[src/rtl/div3_recip.sv]
module div3_recip #(
  parameter int IN_W = 8,
  parameter bit REGISTERED = 1'b1
) (
  input  logic            clk,
  input  logic            rst,
  input  logic [IN_W-1:0] dividend,
  output logic [IN_W-2:0] quotient
);
  localparam int Y_W    = IN_W + 4;
  localparam int PROD_W = IN_W + 8;
  localparam int SHIFT  = 9;
  localparam int OUT_W  = IN_W - 1;

  logic [Y_W-1:0]    times9;
  logic [PROD_W-1:0] prod;
  logic [OUT_W-1:0]  q_comb;

  assign times9 = {4'b0, dividend} + {1'b0, dividend, 3'b0};
  assign prod   = {times9, 4'b0} + {3'b0, times9, 1'b0} + {4'b0, times9};
  assign q_comb = prod[SHIFT +: OUT_W];

  generate
    if (REGISTERED) begin : g_reg
      logic [OUT_W-1:0] q_r;
      always_ff @(posedge clk) begin
        if (rst) q_r <= '0;
        else     q_r <= q_comb;
      end
      assign quotient = q_r;
    end else begin : g_comb
      assign quotient = q_comb;
    end
  endgenerate
endmodule


[config.mk]
export PLATFORM = sky130hd
export DESIGN_NAME = div3_recip
export DESIGN_NICKNAME = d
export VERILOG_FILES = /design/src/rtl/div3_recip.sv
export SDC_FILE = /design/constraint.sdc
export NUM_CORES = 1
export LEC_CHECK = 0
export BUFFER_PORTS_ARGS = -buffer_cell sky130_fd_sc_hd__buf_2
export CORE_MARGIN = 2
export CORE_UTILIZATION = 52
export CTS_CLUSTER_DIAMETER = 100
export DETAILED_ROUTE_END_ITERATION = 10
export GPL_TIMING_DRIVEN = 0
export PLACE_DENSITY = 0.76
export SLEW_MARGIN = 20
export SYNTH_ARGS = -nofsm -noshare
export SYNTH_HDL_FRONTEND = slang
export SYNTH_SLANG_ARGS = --single-unit
[constraint.sdc]
create_clock -name clk -period 4.3 [get_ports clk]
set_clock_uncertainty 0.1 [all_clocks]
set_input_delay 0.86 -clock clk [delete_from_list [all_inputs] [get_ports clk]]
set_output_delay 0.86 -clock clk [all_outputs]
set_load 0.05 [all_outputs]
# Word-level counts from Yosys, hierarchy flattened

Cells that the tools add are included.

Flip-flop bits (word level): 7
Input port bits: 10

Add/sub/neg operators: 3

Operator list:

| operator       | count |
|---|---|
| $add 16x12->16 | 1 |
| $add 16x13->16 | 1 |
| $add 8x11->12  | 1 |

# Depth between registers and ports, before layout

Gate-level depths: netlist of run 1.

Word-level depth: 3
Gate-level depth with buffers: 15

# Worst setup path after synthesis of run 1

OpenSTA, ideal clock, no wires.

Path kind: input to register
From: input dividend[0]
To: register g_reg.q_r[5], in the netlist quotient[5]
Path buffers: 0
Stages on the path: 15
Required time: 4138 ps
Setup slack: -323 ps
Setup time: 62 ps
Data arrival time: 4461 ps
Cell sequence: ha_1 -> fa_1 -> a211oi_1 -> nor2_1 -> a21oi_1 -> xnor2_1 -> ha_1 -> a21o_1 -> ha_1 -> and4b_1 -> a311o_1 -> or3b_1 -> and2_4 -> or4_1 -> nand3_1

Word-level cells in the longest chain between the ends: 3

RTL lines:

| what                   | line | text |
|---|---|---|
| start: declaration     | 7    | `input logic [IN_W-1:0] dividend,` |
| $add 8x11->12 (*)      | 19   | `assign times9 = {4'b0, dividend} + {1'b0, dividend, 3'b0};` |
| $add 16x13->16         | 20   | `assign prod = {times9, 4'b0} + {3'b0, times9, 1'b0} + {4'b0, times9};` |
| $add 16x12->16 (*)     | 20   |  |
| end signal: assignment | 28   | `else q_r <= q_comb;` |
| end: declaration       | 25   | `logic [OUT_W-1:0] q_r;` |

Every way passes the cells marked *; elsewhere a longest branch is shown, timed or not.
A chain may end at the register's enable or synchronous reset.

# Worst setup path after layout of run 1

From: input dividend[3]
To: register g_reg.q_r[5], in the netlist quotient[5]

Same word-level chain as after synthesis.

==> run summary, run 1 <==
Net switching power figure -> 0.3490 mW
Synth Warn # -> 0
Syn-to-layout area delta -> 28.70%
Worst-case setup slack after placement -> -0.3368 ns
Minimum clock period -> 4.216 ns
Tot GR Track Use -> 0.2099
Clock-pin transition on the worst setup and hold timing paths -> 0.05 ns
Sequence of cells on the critical path -> buf_4, ha_4, fa_2, a211oi_4, nor2_4, a21oi_4, xnor2_2, ha_2, a21o_1, ha_4, and4b_1, a311o_1, or3b_4, and2_4, or4_4, nand3_2
Most common flop cell mapped by yosys -> sky130_fd_sc_hd__dfxtp_1
CP Max Fanout -> 7
Final RePlAce weighted congestion -> 0.7868
TritonCTS sink count -> 7
Vertical die dimension -> 53.23 um
Max-cap violation count -> 0
Proportion of synthesized area in mux cells -> 0.02483
Number of instances in the synthesized netlist -> 151
Critical path capture point type -> flop
Largest delay share family, worst path -> simple AND/OR/NAND/NOR gates
Placed cell count -> 195
Startpoint Class -> input port
Worst-path cell with the longest stage delay -> sky130_fd_sc_hd__or4_4
Number of clock buffers inserted by TritonCTS -> 3
Top achievable clock speed -> 237.2 MHz
Count of distinct cell types in the synthesized netlist -> 47
Switch share -> 0.4977
Pin slew with the least headroom to its limit -> 0.5447 ns
Remaining max-slew budget at the tightest pin -> 0.6330
Overall die area -> 2833 sq um
Max stage delay on crit path -> 0.47 ns
Part of the power in combinational logic -> 0.780
Antenna violations before repair -> 0
Simple-gate share of the synthesized area -> 0.1927
Average routed wire per standard cell -> 12.70 um
Peak ir drop on the vdd network -> 346.1 uV
Type of the worst setup path -> in -> reg
Main combinational cell family by area after synthesis -> adder cells
Power Internal -> 0.3522 mW
Share of synthesized cell area in full adder, half adder and majority cells -> 0.2820
Final hold slack -> 0.8805 ns
Number of buffers inserted for hold repair after clock tree synthesis -> 0
Design Power -> 0.7012 mW
Max clock buf depth -> 2
TritonCTS clock tree -> yes
Residual DRC count -> 0
Number of nets with antenna violations after detailed routing -> 0
Initial drt markers -> 9
Largest net degree at the start of global routing -> 11
Number of placement rows -> 17
EDFF count, synth -> 0
Final hold viol count -> 0
Number of slew-limit violations in the final report -> 0
Ports placed on the boundary -> 17
Buf+Inv Stages, Crit Path -> 1
Status -> completed
ANT cells -> 0
Areal power density over the cells -> 432.4 nW/um^2
Total wirelength of the detailed-routed design -> 2617 um
Setup repair after global routing missed its margin -> true
H-tree Lvls -> 1
Mean area per synthesized cell -> 8.344 sq um
Complex-gate fraction of the synthesized area -> 0.2145
Arr. time, crit path -> 4.31 ns
Layout net count -> 215
Post-route clock period utilization -> 0.9805
Area inside the core boundary -> 2255 sq um
Count of state elements after synthesis -> 7
Cell with the most instances on the worst path -> sky130_fd_sc_hd__ha_4
Final number of setup-violating endpoints -> 0
Share of post-route cells with drive strength above 1 -> 0.3090
Fin cells -> 206
Portion of total power attributed to sequential cells -> 0.136
Async set-reset flop share out of synthesis -> 0
Cell types occupying the most area after synthesis -> sky130_fd_sc_hd__ha_1 (22%), sky130_fd_sc_hd__dfxtp_1 (11%), sky130_fd_sc_hd__fa_1 (6.4%)
Cell accounting for the most synthesized area -> sky130_fd_sc_hd__ha_1
Wire length of the first global-routing pass -> 4540 um
Vias per Instance -> 5.670
Horizontal die dimension -> 53.23 um
Leakage power -> 0.7647 nW
Xor and xnor area share after synthesis -> 0.1082
Vias in the first global route -> 1119
Proportion of synthesized chip area in sequential cells -> 0.1112
Syn_nets -> 187
CTS root buf -> sky130_fd_sc_hd__clkbuf_4
Vias -> 1168
Cell area after synthesis -> 1260 sq um
Detailed-router iteration count before antenna repair -> 4
Largest register FFs -> 7
Min-Delay Path Class -> in -> reg
Starting density of the core -> 0.5588
Number of I/O port buffers -> 16
Portion of total power attributed to the clock network -> 0.083
Overflow after GRT -> 0
Detailed-placement wirelength estimate -> 1994 um
Share of Yosys cell area claimed by the top area cell type -> 0.2185
Final worst setup slack -> 0.08379 ns
Required time worst endpoint -> 4.39 ns
cell type report:
class / instances / area [sq um]
Buffer: 3 / 20.02
Multi-Input combinational cell: 124 / 1192
Tap cell: 28 / 35.03
Inverter: 16 / 60.06
Clock buffer: 4 / 26.28
Sequential cell: 7 / 140.1
Fill cell: 183 / 633.1
Timing Repair Buffer: 24 / 147.6
per-stage QoR:
step | util | setup TNS [ns] | cell area [sq um]
6_report | 0.7192 | 0 | 1622
5_1_grt | 0.7192 | -0.03480 | 1622
4_1_cts | 0.6798 | 0 | 1533
3_5_place_dp | 0.6415 | -0.9759 | 1446
3_3_place_gp | 0.6415 | -0.7683 | 1446
2_1_floorplan | - | 0 | 1331
per-layer routing:
metal	up-vias	routed length (um)	share of wire	global-route usage
met4	0	25	0.0096	0.06410
met2	17	1265	0.48	0.3807
met1	534	1263	0.48	0.2638
li1	613	-	-	-
met3	4	63	0.024	0.008475
met5	-	0	0	0
final timing paths:
check / slack [ns] / start / depth (start not counted) / end
hold / removal: 0.88 / rst / 4 / quotient[5]
setup / recovery: 0.08 / dividend[3] / 16 / quotient[5]
what timing repair did:
action,CTS,global route
endpoints found under the setup margin,2,3
gates cloned,0,0
resized for setup,6,17
pin swaps,1,13
setup buffers,3,5
cell usage after synthesis (2+ instances only):
library cell	count
sky130_fd_sc_hd__a211oi_1	3
sky130_fd_sc_hd__a21o_1	6
sky130_fd_sc_hd__a21oi_1	8
sky130_fd_sc_hd__and4b_2	2
sky130_fd_sc_hd__clkbuf_1	2
sky130_fd_sc_hd__dfxtp_1	7
sky130_fd_sc_hd__fa_1	4
sky130_fd_sc_hd__ha_1	22
sky130_fd_sc_hd__inv_1	16
sky130_fd_sc_hd__mux2i_1	2
sky130_fd_sc_hd__nand2_1	6
sky130_fd_sc_hd__nand3_1	3
sky130_fd_sc_hd__nor2_1	9
sky130_fd_sc_hd__nor3_1	6
sky130_fd_sc_hd__nor3b_1	2
sky130_fd_sc_hd__nor4_1	2
sky130_fd_sc_hd__o2111ai_1	2
sky130_fd_sc_hd__o211ai_1	2
sky130_fd_sc_hd__o21a_1	3
sky130_fd_sc_hd__o21ai_0	6
sky130_fd_sc_hd__xnor2_1	8
sky130_fd_sc_hd__xor2_1	5
power groups by stage:
stage / Clock (mW) / Combinational, mW / Sequential, mW
floorplan: 0 / 0.326 / 0.187
global route: 0.0648 / 0.610 / 0.0994
CTS: 0.0593 / 0.525 / 0.0961
finish: 0.0584 / 0.547 / 0.0957
global placement: 0 / 0.499 / 0.0968
detailed placement: 0 / 0.508 / 0.0973
kinds of logic (layout without fill, tap and decap cells):
logic type      count (synthesis)  after routing
simple gates                   42             42
compound gates                 39             39
fa+ha+maj                      26             26
buf+inv                        20             47
xor+xnor                       14             14
flops                           7              7
mux                             3              3
placed cells by master (no fill, tap or decap), types with 2 or more instances in the layout:
cell type                   netlist  final
sky130_fd_sc_hd__nand2_1          6      6
sky130_fd_sc_hd__nor2_1           9      8
sky130_fd_sc_hd__mux2i_1          2      2
sky130_fd_sc_hd__buf_2            1     14
sky130_fd_sc_hd__o211ai_1         2      2
sky130_fd_sc_hd__inv_1           16     16
sky130_fd_sc_hd__dfxtp_1          7      7
sky130_fd_sc_hd__a21oi_1          8      6
sky130_fd_sc_hd__o21a_1           3      3
sky130_fd_sc_hd__nor3_1           6      6
sky130_fd_sc_hd__buf_4            0     10
sky130_fd_sc_hd__clkbuf_1         2      2
sky130_fd_sc_hd__xnor2_1          8      6
sky130_fd_sc_hd__ha_4             0      5
sky130_fd_sc_hd__and4b_2          2      2
sky130_fd_sc_hd__ha_1            22     16
sky130_fd_sc_hd__o2111ai_1        2      2
sky130_fd_sc_hd__xnor2_2          0      2
sky130_fd_sc_hd__fa_1             4      3
sky130_fd_sc_hd__or3b_4           0      2
sky130_fd_sc_hd__a21o_1           6      6
sky130_fd_sc_hd__nor3b_1          2      2
sky130_fd_sc_hd__nand3_1          3      2
sky130_fd_sc_hd__nor4_1           2      2
sky130_fd_sc_hd__clkbuf_4         0      4
sky130_fd_sc_hd__xor2_1           5      4
sky130_fd_sc_hd__o21ai_0          6      4
(Power assumes the default switching activity.)
==> run 2, diff against run 1 <==
--- a/config.mk
+++ b/config.mk
@@ -12,6 +12,7 @@
 export DETAILED_ROUTE_END_ITERATION = 10
 export GPL_TIMING_DRIVEN = 0
 export PLACE_DENSITY = 0.76
+export REMOVE_ABC_BUFFERS = 1
 export SLEW_MARGIN = 20
 export SYNTH_ARGS = -nofsm -noshare
 export SYNTH_HDL_FRONTEND = slang
==> run 2 against run 1 <==
Global-route usage grew 3.5 points. Routed wire length grew 34%. Via count grew 14%. Worst setup slack lost 0.044 ns. Critical endpoint unchanged.
==> run summary, run 2 (synthesized netlist as in run 1, its figures left out) <==
Status -> completed
Largest net degree at the start of global routing -> 14
Post-route clock period utilization -> 0.9908
Antenna violations before repair -> 0
Horizontal die dimension -> 53.23 um
Number of I/O port buffers -> 16
Top achievable clock speed -> 234.7 MHz
H-tree Lvls -> 1
CP Max Fanout -> 5
Remaining max-slew budget at the tightest pin -> 0.6992
Startpoint Class -> input port
Overall die area -> 2833 sq um
Final number of setup-violating endpoints -> 0
Commonest non-fill, non-tap cell in the layout -> sky130_fd_sc_hd__buf_4
Min-Delay Path Class -> in -> reg
Vertical die dimension -> 53.23 um
Type of the worst setup path -> in -> reg
Leakage power -> 0.8331 nW
Number of buffers inserted for hold repair after clock tree synthesis -> 0
Largest register FFs -> 7
Final RePlAce weighted congestion -> 0.8665
Peak ir drop on the vdd network -> 415.4 uV
Number of clock buffers inserted by TritonCTS -> 3
Pin slew with the least headroom to its limit -> 0.4480 ns
Placed cell count -> 191
Critical path capture point type -> flop
Highest-count cells in the layout ignoring fill and taps -> sky130_fd_sc_hd__buf_4 (28), sky130_fd_sc_hd__inv_1 (16), sky130_fd_sc_hd__ha_1 (16)
Syn-to-layout area delta -> 38.03%
Filler cell count -> 161
Number of slew-limit violations in the final report -> 0
Routing usage on met1 -> 0.2679
Ports placed on the boundary -> 17
TritonCTS sink count -> 7
Grt peak-use layer -> met2
Initial drt markers -> 48
TritonCTS clock tree -> yes
Met3 GRT Util -> 0.02542
Detailed-router iteration count before antenna repair -> 4
Max clock buf depth -> 2
Vias per Instance -> 6.073
Final hold viol count -> 0
Vias in the first global route -> 1226
Wire length of the first global-routing pass -> 5147 um
Tot GR Track Use -> 0.2450
Design Power -> 0.7565 mW
CTS root buf -> sky130_fd_sc_hd__clkbuf_4
Required time worst endpoint -> 4.40 ns
Clock-pin transition on the worst setup and hold timing paths -> 0.05 ns
Vias -> 1330
Overflow after GRT -> 0
ANT cells -> 0
Number of nets with antenna violations after detailed routing -> 0
Fin cells -> 219
Layout net count -> 228
Area inside the core boundary -> 2255 sq um
Global Route met2 Usage -> 0.4630
Starting density of the core -> 0.5588
Share of post-route cells with drive strength above 1 -> 0.3770
Final setup TNS -> 0 ns
Minimum clock period -> 4.260 ns
Areal power density over the cells -> 435.0 nW/um^2
Detailed-placement wirelength estimate -> 2009 um
Max-cap violation count -> 0
Arr. time, crit path -> 4.36 ns
Residual DRC count -> 0
Number of placement rows -> 17
Total wirelength of the detailed-routed design -> 3513 um
Average routed wire per standard cell -> 16.04 um
## run 2: layer usage
| layer | part of all wire | vias to the layer above |
|---|---|---|
| li1 | - | 639 |
| met1 | 0.37 | 626 |
| met2 | 0.55 | 53 |
| met3 | 0.050 | 12 |
| met4 | 0.029 | 0 |
| met5 | 0 | - |
## run 2: path summary, 6_finish.rpt
check	from	slack, ns	endpoint	cells after the start
hold / removal	rst	0.82	quotient[1]	2
setup / recovery	dividend[0]	0.04	quotient[5]	16
## run 2: metrics by stage
stage,utilization,setup WS [ns],hold WS (ns),cell area [sq um]
floorplan,-,-0.3233,0.8291,1236
global placement,0.5993,-0.7555,1.056,1351
detailed placement,0.5993,-0.8418,1.069,1351
CTS,0.6892,0.004162,0.8098,1554
global route,0.7714,-0.08025,0.8395,1739
finish,0.7714,0.03953,0.8235,1739
## run 2: what timing repair did
action / CTS / global route
setup endpoints to repair: 6 / 4
pin swaps: 4 / 15
setup buffers: 14 / 10
hold endpoints to repair: 0 / 0
gates resized for setup: 16 / 27
## run 2: area by class of cell
type	count	area, sq um	share of cell area
Clock buffer	4	26.28	0.01511
Inverter	16	60.06	0.03453
Timing Repair Buffer	40	272.8	0.1568
Sequential cell	7	140.1	0.08058
Multi-Input combinational cell	124	1205	0.6928
Tap cell	28	35.03	0.02014
## run 2: power by group
part | switching, mW | internal, mW
clock network | 0.0238 | 0.0354
registers | 0.00436 | 0.0910
logic | 0.350 | 0.252
## run 2: critical path, cell delays in order
cell and delay [ns]:
sky130_fd_sc_hd__buf_2 0.14, sky130_fd_sc_hd__ha_4 0.17, sky130_fd_sc_hd__fa_2 0.39, sky130_fd_sc_hd__a211oi_4 0.29, sky130_fd_sc_hd__nor2_4 0.08, sky130_fd_sc_hd__a21oi_4 0.19
sky130_fd_sc_hd__xnor2_2 0.08, sky130_fd_sc_hd__ha_2 0.18, sky130_fd_sc_hd__a21o_1 0.19, sky130_fd_sc_hd__ha_4 0.19, sky130_fd_sc_hd__buf_4 0.14, sky130_fd_sc_hd__a311o_1 0.34
sky130_fd_sc_hd__or3b_4 0.38, sky130_fd_sc_hd__and2_4 0.15, sky130_fd_sc_hd__or4_4 0.50, sky130_fd_sc_hd__nand3_2 0.08
